--- src/rtl/jtp_pkg.sv ---
package jtp_pkg;
  localparam int LANES        = 4;
  localparam int BYTE_W       = 8;
  localparam int WORD_W       = LANES * BYTE_W;
  localparam int CORE_ENTRIES = 27;
  localparam int PTR_W        = $clog2(CORE_ENTRIES);
  localparam int REP_W        = 8;

  typedef enum logic [2:0] {
    PH_PRE  = 3'd0,
    PH_CTRL = 3'd1,
    PH_CORE = 3'd2,
    PH_CRC  = 3'd3,
    PH_GAP  = 3'd4
  } phase_e;

  typedef struct packed {
    logic [WORD_W-1:0] word;
    logic [REP_W-1:0]  reps;
  } core_row_t;

  localparam logic [WORD_W-1:0] W_PRE0      = 32'h555555FB;
  localparam logic [LANES-1:0]  C_PRE0      = 4'b0001;
  localparam logic [WORD_W-1:0] W_PRE1      = 32'hD5555555;
  localparam logic [WORD_W-1:0] W_IDLE      = 32'h07070707;
  localparam logic [WORD_W-1:0] W_CTRL_HALF = 32'h55551307;
  localparam logic [WORD_W-1:0] W_CTRL_FULL = 32'hD5550707;
  localparam logic [WORD_W-1:0] W_CRC_HALF  = 32'hE642BC62;
  localparam logic [WORD_W-1:0] W_CRC_FULL  = 32'hF7C6DBD2;

  // run-length core table; three long runs each followed by eight single rows
  function automatic core_row_t core_row(input int idx);
    core_row_t r;
    int k;
    r.reps = REP_W'(1);
    r.word = '0;
    if (idx == 0) begin
      r.word = 32'h7EB57EB5; r.reps = REP_W'(40);
    end else if (idx < 9) begin
      k = idx - 1;
      r.word = (k % 2 == 0) ? 32'h7EEB7EEB : 32'h7EF47EF4;
    end else if (idx == 9) begin
      r.word = 32'h7E7E7E7E; r.reps = REP_W'(84);
    end else if (idx < 18) begin
      k = idx - 10;
      if (k == 7)          r.word = 32'hAB7EAB7E;
      else if (k % 2 == 0) r.word = 32'hF47EF47E;
      else                 r.word = 32'hEB7EEB7E;
    end else if (idx == 18) begin
      r.word = 32'hB57EB57E; r.reps = REP_W'(40);
    end else if (idx < CORE_ENTRIES) begin
      k = idx - 19;
      if (k == 7)          r.word = 32'hF4ABF4AB;
      else if (k % 2 == 0) r.word = 32'hEBF4EBF4;
      else                 r.word = 32'hF4EBF4EB;
    end
    return r;
  endfunction
endpackage

--- src/rtl/jtp_core_rom.sv ---
module jtp_core_rom
  import jtp_pkg::*;
#(
  parameter int ENTRIES = CORE_ENTRIES,
  parameter int AW      = PTR_W
) (
  input  logic [AW-1:0]     cur_ptr_i,
  input  logic [AW-1:0]     nxt_ptr_i,
  output logic [WORD_W-1:0] cur_word_o,
  output logic [REP_W-1:0]  cur_reps_o,
  output logic [REP_W-1:0]  nxt_reps_o
);
  core_row_t tbl [ENTRIES];

  for (genvar g = 0; g < ENTRIES; g++) begin : g_tbl
    localparam core_row_t ENT = core_row(g);
    assign tbl[g] = ENT;
  end

  always_comb begin
    cur_word_o = '0;
    cur_reps_o = '0;
    nxt_reps_o = '0;
    if (int'(cur_ptr_i) < ENTRIES) begin
      cur_word_o = tbl[cur_ptr_i].word;
      cur_reps_o = tbl[cur_ptr_i].reps;
    end
    if (int'(nxt_ptr_i) < ENTRIES) nxt_reps_o = tbl[nxt_ptr_i].reps;
  end
endmodule

--- src/rtl/jtp_seq.sv ---
module jtp_seq
  import jtp_pkg::*;
#(
  parameter int GAP_W = 8
) (
  input  logic             clk_i,
  input  logic             rst_ni,
  input  logic             en_i,
  input  logic             half_mode_i,
  input  logic [GAP_W-1:0] gap_rows_i,
  input  logic [REP_W-1:0] cur_reps_i,
  input  logic [REP_W-1:0] nxt_reps_i,
  output phase_e           phase_o,
  output logic             pre_idx_o,
  output logic             mode_o,
  output logic [PTR_W-1:0] row_ptr_o,
  output logic [PTR_W-1:0] nxt_ptr_o
);
  localparam logic [PTR_W-1:0] LAST_PTR = PTR_W'(CORE_ENTRIES - 1);

  phase_e           phase_q;
  logic             pre_idx_q, mode_q, pass_q;
  logic [PTR_W-1:0] row_ptr_q;
  logic [REP_W-1:0] rep_cnt_q;
  logic [GAP_W-1:0] gap_cnt_q;

  assign nxt_ptr_o = (phase_q == PH_CORE && row_ptr_q != LAST_PTR) ? row_ptr_q + 1'b1 : '0;

  always_ff @(posedge clk_i or negedge rst_ni) begin
    if (!rst_ni) begin
      phase_q   <= PH_PRE;
      pre_idx_q <= 1'b0;
      mode_q    <= 1'b0;
      pass_q    <= 1'b0;
      row_ptr_q <= '0;
      rep_cnt_q <= '0;
      gap_cnt_q <= '0;
    end else if (en_i) begin
      unique case (phase_q)
        PH_PRE: begin
          pre_idx_q <= ~pre_idx_q;
          if (pre_idx_q) begin
            phase_q <= PH_CTRL;
            mode_q  <= half_mode_i;
          end
        end
        PH_CTRL: begin
          phase_q   <= PH_CORE;
          row_ptr_q <= '0;
          pass_q    <= 1'b0;
          rep_cnt_q <= nxt_reps_i - 1'b1;
        end
        PH_CORE: begin
          if (rep_cnt_q != '0) begin
            rep_cnt_q <= rep_cnt_q - 1'b1;
          end else if (row_ptr_q != LAST_PTR) begin
            row_ptr_q <= nxt_ptr_o;
            rep_cnt_q <= nxt_reps_i - 1'b1;
          end else if (!mode_q && !pass_q) begin
            pass_q    <= 1'b1;
            row_ptr_q <= '0;
            rep_cnt_q <= nxt_reps_i - 1'b1;
          end else begin
            phase_q <= PH_CRC;
            pass_q  <= 1'b0;
          end
        end
        PH_CRC: begin
          if (gap_rows_i == '0) begin
            phase_q   <= PH_PRE;
            pre_idx_q <= 1'b0;
          end else begin
            phase_q   <= PH_GAP;
            gap_cnt_q <= gap_rows_i - 1'b1;
          end
        end
        PH_GAP: begin
          if (gap_cnt_q == '0) begin
            phase_q   <= PH_PRE;
            pre_idx_q <= 1'b0;
          end else begin
            gap_cnt_q <= gap_cnt_q - 1'b1;
          end
        end
        default: phase_q <= PH_PRE;
      endcase
    end
  end

  assign phase_o   = phase_q;
  assign pre_idx_o = pre_idx_q;
  assign mode_o    = mode_q;
  assign row_ptr_o = row_ptr_q;

  // repeat counter must stay below the active row's length
  assert_rep_bound_R4: assert property (@(posedge clk_i) disable iff (!rst_ni)
    phase_q == PH_CORE |-> rep_cnt_q < cur_reps_i);

  // second preamble row hands over to the control row
  assert_pre_to_ctrl_R2: assert property (@(posedge clk_i) disable iff (!rst_ni)
    (phase_q == PH_PRE && pre_idx_q && en_i) |=> phase_q == PH_CTRL);

  // mode is frozen outside the preamble hand-over
  assert_mode_stable_R12: assert property (@(posedge clk_i) disable iff (!rst_ni)
    (phase_q != PH_PRE) |=> $stable(mode_q));
endmodule

--- src/rtl/jtp_row_mux.sv ---
module jtp_row_mux
  import jtp_pkg::*;
(
  input  phase_e            phase_i,
  input  logic              pre_idx_i,
  input  logic              mode_i,
  input  logic [WORD_W-1:0] core_word_i,
  output logic [WORD_W-1:0] data_o,
  output logic [LANES-1:0]  ctrl_o,
  output logic              sof_o
);
  logic [LANES-1:0] is_idle;

  // per-lane control flag: idle rows flag every lane
  for (genvar l = 0; l < LANES; l++) begin : g_lane
    assign is_idle[l] = (phase_i == PH_GAP) || (l == 0 && phase_i == PH_PRE && !pre_idx_i);
  end

  always_comb begin
    sof_o  = 1'b0;
    ctrl_o = is_idle;
    unique case (phase_i)
      PH_PRE:  data_o = pre_idx_i ? W_PRE1 : W_PRE0;
      PH_CTRL: begin
        data_o = mode_i ? W_CTRL_HALF : W_CTRL_FULL;
        sof_o  = 1'b1;
      end
      PH_CORE: data_o = core_word_i;
      PH_CRC:  data_o = mode_i ? W_CRC_HALF : W_CRC_FULL;
      PH_GAP:  data_o = W_IDLE;
      default: data_o = W_IDLE;
    endcase
  end
endmodule

--- src/rtl/jtp_gen.sv ---
module jtp_gen
  import jtp_pkg::*;
#(
  parameter int GAP_W = 8
) (
  input  logic             clk_i,
  input  logic             rst_ni,
  input  logic             en_i,
  input  logic             half_mode_i,
  input  logic [GAP_W-1:0] gap_rows_i,
  output logic [31:0]      data_o,
  output logic [3:0]       ctrl_o,
  output logic             sof_o,
  output logic             gap_even_o
);
  phase_e            phase;
  logic              pre_idx, mode;
  logic [PTR_W-1:0]  row_ptr, nxt_ptr;
  logic [WORD_W-1:0] core_word;
  logic [REP_W-1:0]  cur_reps, nxt_reps;

  jtp_core_rom u_rom (
    .cur_ptr_i  (row_ptr),
    .nxt_ptr_i  (nxt_ptr),
    .cur_word_o (core_word),
    .cur_reps_o (cur_reps),
    .nxt_reps_o (nxt_reps)
  );

  jtp_seq #(.GAP_W(GAP_W)) u_seq (
    .clk_i       (clk_i),
    .rst_ni      (rst_ni),
    .en_i        (en_i),
    .half_mode_i (half_mode_i),
    .gap_rows_i  (gap_rows_i),
    .cur_reps_i  (cur_reps),
    .nxt_reps_i  (nxt_reps),
    .phase_o     (phase),
    .pre_idx_o   (pre_idx),
    .mode_o      (mode),
    .row_ptr_o   (row_ptr),
    .nxt_ptr_o   (nxt_ptr)
  );

  jtp_row_mux u_mux (
    .phase_i     (phase),
    .pre_idx_i   (pre_idx),
    .mode_i      (mode),
    .core_word_i (core_word),
    .data_o      (data_o),
    .ctrl_o      (ctrl_o),
    .sof_o       (sof_o)
  );

  assign gap_even_o = ~gap_rows_i[0];

  assert_hold_R9: assert property (@(posedge clk_i) disable iff (!rst_ni)
    !en_i |=> ($stable(data_o) && $stable(ctrl_o) && $stable(sof_o)));

  assert_sof_single_R10: assert property (@(posedge clk_i) disable iff (!rst_ni)
    (sof_o && en_i) |=> !sof_o);

  assert_gap_idle_R7: assert property (@(posedge clk_i) disable iff (!rst_ni)
    phase == PH_GAP |-> (data_o == 32'h07070707 && ctrl_o == 4'b1111));

  assert_data_flags_R8: assert property (@(posedge clk_i) disable iff (!rst_ni)
    (phase == PH_CTRL || phase == PH_CORE || phase == PH_CRC) |-> ctrl_o == 4'b0000);
endmodule

--- config.mk ---
export PLATFORM = sky130hd
export DESIGN_NAME = jtp_gen
export DESIGN_NICKNAME = d
export VERILOG_FILES = /design/src/rtl/jtp_pkg.sv /design/src/rtl/jtp_core_rom.sv /design/src/rtl/jtp_seq.sv /design/src/rtl/jtp_row_mux.sv /design/src/rtl/jtp_gen.sv
export SDC_FILE = /design/constraint.sdc
export NUM_CORES = 1
export LEC_CHECK = 0
export ABC_AREA = 1
export BUFFER_PORTS_ARGS = -buffer_cell sky130_fd_sc_hd__buf_2
export CORE_MARGIN = 2
export CORE_UTILIZATION = 56
export DETAILED_ROUTE_END_ITERATION = 8
export HOLD_SLACK_MARGIN = 0.1
export PLACE_DENSITY_LB_ADDON = 0.3
export RECOVER_POWER = 25
export SLEW_MARGIN = 20
export SYNTH_ARGS = -nofsm -noshare
export SYNTH_HDL_FRONTEND = slang
export SYNTH_SLANG_ARGS = --single-unit
--- constraint.sdc ---
create_clock -name clk_i -period 2.45 [get_ports clk_i]
set_input_delay 0.3675 -clock clk_i [delete_from_list [all_inputs] [get_ports clk_i]]
set_output_delay 0.3675 -clock clk_i [all_outputs]
set_load 0.1 [all_outputs]
# After elaboration in Yosys (flattened, before gate mapping)
# Memory sizes are Yosys's and may differ from the RTL's.
# Cells that the tools add are included.
# op_classes
n_addsub	5
n_lt_le_gt_ge	4
eq_ne	15
mux	37
n_bitwise	4
reduce_logical	21
# op_table
op	count
$pmux W32 S4	1
$mux W32	3
$mux W40	2
$mux W8	8
$pmux W8 S2	2
$sub A8 B1 Y8 const B	4
$mux W29	1
$mux W5	4
$mux W3	6
$logic_not A8 Y1	2
$reduce_and A4 Y1	4
$pmux W3 S5	1
$ne A2 B2 Y1 const B	7
$ge A6 B6 Y1 const B	2
$not A5 Y6	2
$lt A5 B5 Y1 const B	2
$pmux W5 S2	1
$reduce_bool A8 Y1	1
$eq A3 B2 Y1 const B	2
$mux W1	6
$reduce_and A3 Y1	2
$reduce_and A6 Y1	1
$add A5 B1 Y5 const B	1
$ne A5 B5 Y1 const B	1
14 further kinds	20
# totals
ff_bits	27
romBits	2560
in_bits	12
out_inout_bits	38
wordCells	95
mem_count	2
# memory_table
name	words	width	rd	rd_ports_with_merged_regs	wr	line_no	text
(no name shown)	32	40	1	0	0	jtp_core_rom.sv:25	cur_word_o = tbl[cur_ptr_i].word;
(no name shown)	32	40	1	0	0	jtp_core_rom.sv:28	if (int'(nxt_ptr_i) < ENTRIES) nxt_reps_o = tbl[nxt_ptr_i].reps;

# Depth between registers and ports, before layout
# Gate-level depths: netlist of the first run.
# logic_depth
depth_word	13
ltp_mapped	17
ltp_nobuf	17

# By module
# Synthesis of the first run repeated with hierarchy kept, for this count alone.
# unflattened
hier_cells	536
hier_area_um2	3330.7
# by_module_without_submodules
mod	instances	cells_each	area_per_inst_um2	seq_area_each_um2
jtp_seq	1	313	2147.1	675.6
jtp_core_rom	1	121	704.4	0.0
jtp_row_mux	1	101	475.5	0.0
jtp_gen	1	1	3.8	0.0

# Least setup slack after synthesis of the first run
# No wires, ideal clock.
# synth_timing
kind	register -> output
startpoint	register u_seq.phase_q[2], in the netlist u_seq.phase_o[2]
endpoint	output port data_o[12]
t_arrival_ns	3.237
required_time_ns	2.082
path_slack_ns	-1.155
stages_incl_launch_ff	6
n_path_buf	0
cell_sequence	dfrtp_1 inv_2 nand2_1 nor2_2 inv_1 o2111ai_1
# synth_via
elab_chain_cells	2
elab_cells_between_ends	5
cone_classes	eq/ne (3); mux (1); reduce/logical (1)
# synth_rtl
item	line_no	text
from (decl)	jtp_seq.sv:21	phase_e phase_q;
from (signal assigned)	jtp_seq.sv:31	phase_q <= PH_PRE;
from (signal assigned)	jtp_seq.sv:43	phase_q <= PH_CTRL;
from (signal assigned)	jtp_seq.sv:48	phase_q <= PH_CORE;
$eq A3 B2 Y1, or another cell as far along	jtp_row_mux.sv:22	unique case (phase_i)
$pmux W32 S4 *	jtp_row_mux.sv:22	
to (decl)	jtp_gen.sv:11	output logic [31:0] data_o,
# Mark *: on every way between the ends. The rest lies on a longest branch, timed or not.

# Final worst setup path of the first run
# layout_timing
startpoint	register u_seq.phase_q[0], in the netlist u_seq.phase_o[0]
endpoint	output port data_o[6]
# The elaborated chain is that of the path after synthesis.

==> flow_summary.ini, run 1 <==
[sta]
rsz0062_at_grt = yes
relSlewSlack_pct = 3.43
fmax_mhz = 398
min_period_ns = 2.51
hold_viol = 0
tightestPinTransition_ns = 1.45
fin_worst_skew_ns = 0.00294
worst_slack_ns = -0.0617
slew_viol_final = 0
setup_viol = 5
period_share_pct = 103

[status]
violations = negative setup slack
status = finished, violations left

[final_layout]
drive_above_1_share_pct = 32.9
num_antenna_cells = 0
mostFrequentLayoutCells = 99 x nand2_1, 45 x inv_1, 36 x nor2_1
final_cell_area_sq_um = 3730
final_common_cell = nand2_1
layout.nets = 490
syn_to_final_growth_pct = 41.8

[synth]
synth_seq_cells = 27
synth_edf_count = 0
synth_area_sq_um = 2630
ys_warn_count = 0
avgSynthCellArea_sq_um = 6.48
postSynthCellCount = 406
seq_area_frac_synth_pct = 25.7
synth-main-ff-cell = dfrtp_1
synth.distinct_cells = 35
synth_nets = 430
synthArstFlopShare_pct = 100

[placed_design]
place_ws_ns = -0.0935
dpl_cell_area_sq_um = 3480
hpwl_microns = 5620
portBuffers = 49
gp_congestion = 0.973

[setup_path]
cp.required_ns = 2.08
endpoint = data_o[6]
arrival_ns = 2.14
path_class = flip-flop to primary output
r2r-end = u_seq.rep_cnt_q[3]
crit_slowest_cell = dfrtp_1
rrSetupSlack_ns = 0.15
startpoint = u_seq.phase_o[0]
critical_path_depth = 8
worst_path_largest_cell_delay_ns = 0.41
path_max_fanout = 11
ff2ff_path_depth = 14
startpoint_type = flip-flop
crit_family = simple AND/OR/NAND/NOR gates
crit_chain = nor2_1 > nand2_1 > nor2_4 > inv_1 > nor2_1 > nor2_2 > nand2_1 > buf_12
cp_num_buf_inv = 2
rr_startpoint = u_seq.row_ptr_o[1]
cp-end-kind = primary output

[floorplan]
ios = 50
fp.dieH_microns = 72.6
start_util_pct = 59.2
die-area_sq_um = 5270
core_sq_um = 4440
row_count = 24
die_w_microns = 72.6

[clock_tree]
clkSinkCount = 27
cts_tree = done
insertion_delay_ns = 0.28
cts_max_level = 1
cts_max_path_buffers = 2
clk_pin_slew_ns = 0.09
cts_root_buf = clkbuf_8
numCtsBuffers = 3

[global_route]
grt_pass1_wl_microns = 12400
grt_max_degree = 28
grt_overflow = 0
grt.total_usage_pct = 29.4
grt_pass1_vias = 2752
antenna_found_initial = 0

[routing]
drt-pass1-iter-count = 8
detail_route.iter0.violations = 258
wl_per_cell_microns = 15.2
vias = 2994
postRouteAntennaNets = 0
vias_per_cell = 5.79
routed_wirelength_microns = 7860
drc_errors = 0

[hold_path]
hold_class = input port to flip-flop

[run]
drv_cap = 0
-- Yosys cell counts (all sizes together) (2+ instances only) --
cell | n | area (sq um)
a21oi | 10 | 61.3
a22oi | 2 | 15.0
a31oi | 2 | 12.5
buf | 14 | 105
dfrtp | 27 | 676
ha | 12 | 150
inv | 63 | 236
nand2 | 114 | 450
nand3 | 47 | 258
nand3b | 2 | 15.0
nand4 | 12 | 81.3
nor2 | 53 | 265
o211ai | 3 | 22.5
o21ai | 36 | 214
xor2 | 4 | 35.0
-- logic make-up after synthesis --
family	count (synthesis)	synth area share [%]
adder cells (fa/ha/maj)	12	5.70
AO/OA/AOI/OAI	57	13.5
flip-flops	27	25.7
XOR/XNOR	4	1.33
buffers and inverters	78	13.1
AND/OR/NAND/NOR	228	40.6
-- state kept, by name, indices dropped and copies added, names as in the netlist --
register         count
u_seq.gap_cnt_q      8
u_seq.rep_cnt_q      8
u_seq.row_ptr_o      5
u_seq.phase_o        3
u_seq.mode_o         1
u_seq.pass_q         1
u_seq.pre_idx_o      1
-- routing by layer --
layer | GRT usage, % | share of wire [%] | wire (microns)
met1 | 35.3 | 39 | 3070
met2 | 54.2 | 53 | 4130
met3 | 2.78 | 6.8 | 536
met4 | 10.3 | 1.7 | 132
met5 | 0 | 0 | 0
-- cell type report --
class	instances	area (sq um)
Clock buffer	3	41.3
Inverter	64	250
Timing Repair Buffer	69	892
Fill cell	267	712
Multi-Input combinational cell	301	1800
Tap cell	52	65.1
Sequential cell	27	679
Clock inverter	1	5.00
-- timing repair --
item | in CTS | in global routing
endpoints found under the setup margin | 32 | 15
hold endpoints to repair | 2 | 0
buffers inserted | 2 | 7
pin swaps | 0 | 2
hold buffers | 1 | 0
resized for setup | 5 | 28
-- how the worst min path moves through the flow --
stage          cells after the start        start  slack [ns]            endpoint
6_report                           3  half_mode_i        0.34        u_seq.mode_o
3_3_place_gp                       1       rst_ni        0.41  u_seq.gap_cnt_q[2]
2_1_floorplan                      0       rst_ni        0.07  u_seq.gap_cnt_q[0]
5_1_grt                            3  half_mode_i        0.38        u_seq.mode_o
4_1_cts                            3  half_mode_i        0.35        u_seq.mode_o
3_5_place_dp                       1       rst_ni        0.40  u_seq.gap_cnt_q[2]
-- worst min-delay path, cell delays in order --
cell and delay, ns:
buf_2 0.08, nor2_1 0.04, a21oi_1 0.10
-- per-stage QoR --
step / hold slack (ns) / setup TNS [ns] / util [%] / instances
floorplan: 0.0719 / -1.21 / - / 406
global placement: 0.406 / 0 / 78.4 / 503
detailed placement: 0.403 / -0.507 / 78.4 / 503
CTS: 0.349 / 0 / 80.3 / 510
global route: 0.376 / -0.402 / 84.0 / 517
finish: 0.342 / -0.204 / 84.0 / 517
Power of run 1 is left out: the tool's default activity adds up to more than one toggle a clock period on the data nets, which glitch-free logic cannot reach.
==> run 2, diff against run 1 <==
- CTS_BUF_LIST: default -> sky130_fd_sc_hd__clkbuf_16
==> flow_summary.ini, run 2 (synthesis results as in run 1) <==
[status]
status = finished, violations left
violations = negative setup slack

[global_route]
grt_max_degree = 28
antenna_found_initial = 0
grt_pass1_wl_microns = 12600
grt_overflow = 0
grt_pass1_vias = 2826
grt_busiest_layer = met2
use_met2_pct = 54.5
grt_util_met1_pct = 36.0
grt.total_usage_pct = 29.9
grt.met3_usage_pct = 2.64

[clock_tree]
cts_max_level = 1
cts_root_buf = clkbuf_16
cts_max_path_buffers = 2
cts_tree = done
cts_hold_buf = 0
clkSinkCount = 27
clk_pin_slew_ns = 0.07
numCtsBuffers = 3
insertion_delay_ns = 0.26

[hold_path]
hold_class = input port to flip-flop
worst_hold_path.endpoint = u_seq.mode_o
hold_depth = 3
hold_path_startpoint = half_mode_i

[final_layout]
final_util_pct = 81.9
stdcell_count = 511
num_antenna_cells = 0
mostFrequentLayoutCells = 100 x nand2_1, 45 x inv_1, 37 x nor2_1
final_common_cell = nand2_1
drive_above_1_share_pct = 30.7
syn_to_final_growth_pct = 38.2
num-fill-cells = 269
layout.nets = 484

[setup_path]
r2r-end = u_seq.rep_cnt_q[3]
startpoint_type = flip-flop
path_class = flip-flop to primary output
path_max_fanout = 9
cp.required_ns = 2.08
rr_startpoint = u_seq.row_ptr_o[1]
ff2ff_path_depth = 14
cp-end-kind = primary output
rrSetupSlack_ns = 0.07
arrival_ns = 2.08

[floorplan]
ios = 50
core_sq_um = 4440
die-area_sq_um = 5270
die_w_microns = 72.6
row_count = 24
start_util_pct = 59.2
fp.dieH_microns = 72.6

[sta]
slew_viol_final = 0
min_period_ns = 2.45
setup_tns_ns = -0.00187
worst_slack_ns = -0.00187
tightestPinTransition_ns = 1.46
fin_worst_skew_ns = 0.00411
rsz0062_at_grt = yes
fmax_mhz = 408
hold_viol = 0
period_share_pct = 100
relSlewSlack_pct = 2.80
setup_viol = 1

[placed_design]
dp.cells = 503
portBuffers = 49
hpwl_microns = 5620
gp_congestion = 0.973

[routing]
wl_per_cell_microns = 14.6
drt-pass1-iter-count = 5
routed_wirelength_microns = 7440
vias_per_cell = 5.64
detail_route.iter0.violations = 311
vias = 2884
drc_errors = 0
postRouteAntennaNets = 0

[run]
drv_cap = 0
==> run 2: cell count changes in the layout (fill, tap and decap cells not counted), moves of 2 or more <==
cell,delta
buf_6,-3
clkbuf_16,+3
clkbuf_8,-3
buf_4,-2
ha_4,-2
nand2_4,-2
nand3_2,+2
nand3_4,-2
==> run 2: routing by layer <==
metal / share of wire (%) / vias to the layer above
li1: - / 1421
met1: 40 / 1313
met2: 53 / 125
met3: 5.0 / 25
met4: 2.8 / 0
met5: 0 / -
==> run 2: what timing repair did <==
item,4_1_cts,5_1_grt
pin swaps,0,1
setup buffers,2,2
resized for setup,4,12
endpoints found under the setup margin,31,10
==> run 2: layout make-up <==
type / count / area [sq um] / area share (%)
multi-input cells: 301 / 1730 / 47.6
flip-flops and latches: 27 / 678 / 18.6
inverters: 64 / 250 / 6.88
repair buffers: 63 / 833 / 22.9
clock buffers: 3 / 75.1 / 2.06
clock inverters: 1 / 5.00 / 0.138
well taps: 52 / 65.1 / 1.79
==> run 2: worst max path at each step <==
| stage | from | slack (ns) | to | cells after the start |
|---|---|---|---|---|
| 3_3_place_gp | u_seq.row_ptr_o[4] | 0.05 | data_o[12] | 6 |
| 6_report | u_seq.row_ptr_o[4] | -0.002 | data_o[19] | 9 |
| 3_5_place_dp | u_seq.phase_o[0] | -0.09 | data_o[25] | 6 |
| 2_1_floorplan | u_seq.phase_o[2] | -0.71 | data_o[31] | 5 |
| 4_1_cts | u_seq.row_ptr_o[0] | 0.02 | data_o[1] | 10 |
| 5_1_grt | u_seq.row_ptr_o[0] | -0.1 | data_o[19] | 10 |
==> run 2: metrics by stage <==
step / hold WS, ns / cell area, sq um / worst slack, ns
2_1_floorplan: 0.0719 / 2730 / -0.706
3_3_place_gp: 0.406 / 3480 / 0.0536
3_5_place_dp: 0.403 / 3480 / -0.0935
4_1_cts: 0.124 / 3590 / 0.0203
5_1_grt: 0.395 / 3640 / -0.0968
6_report: 0.361 / 3640 / -0.00187
==> run 2: critical path, cell delays in order (launching register included) <==
cell	delay, ns
dfrtp_2	0.45
inv_2	0.06
buf_4	0.16
nor2_1	0.21
a21oi_2	0.10
a31oi_1	0.21
nand3b_1	0.21
buf_4	0.15
clkinvlp_4	0.09
buf_12	0.17
Power of run 2 is left out for the same reason.
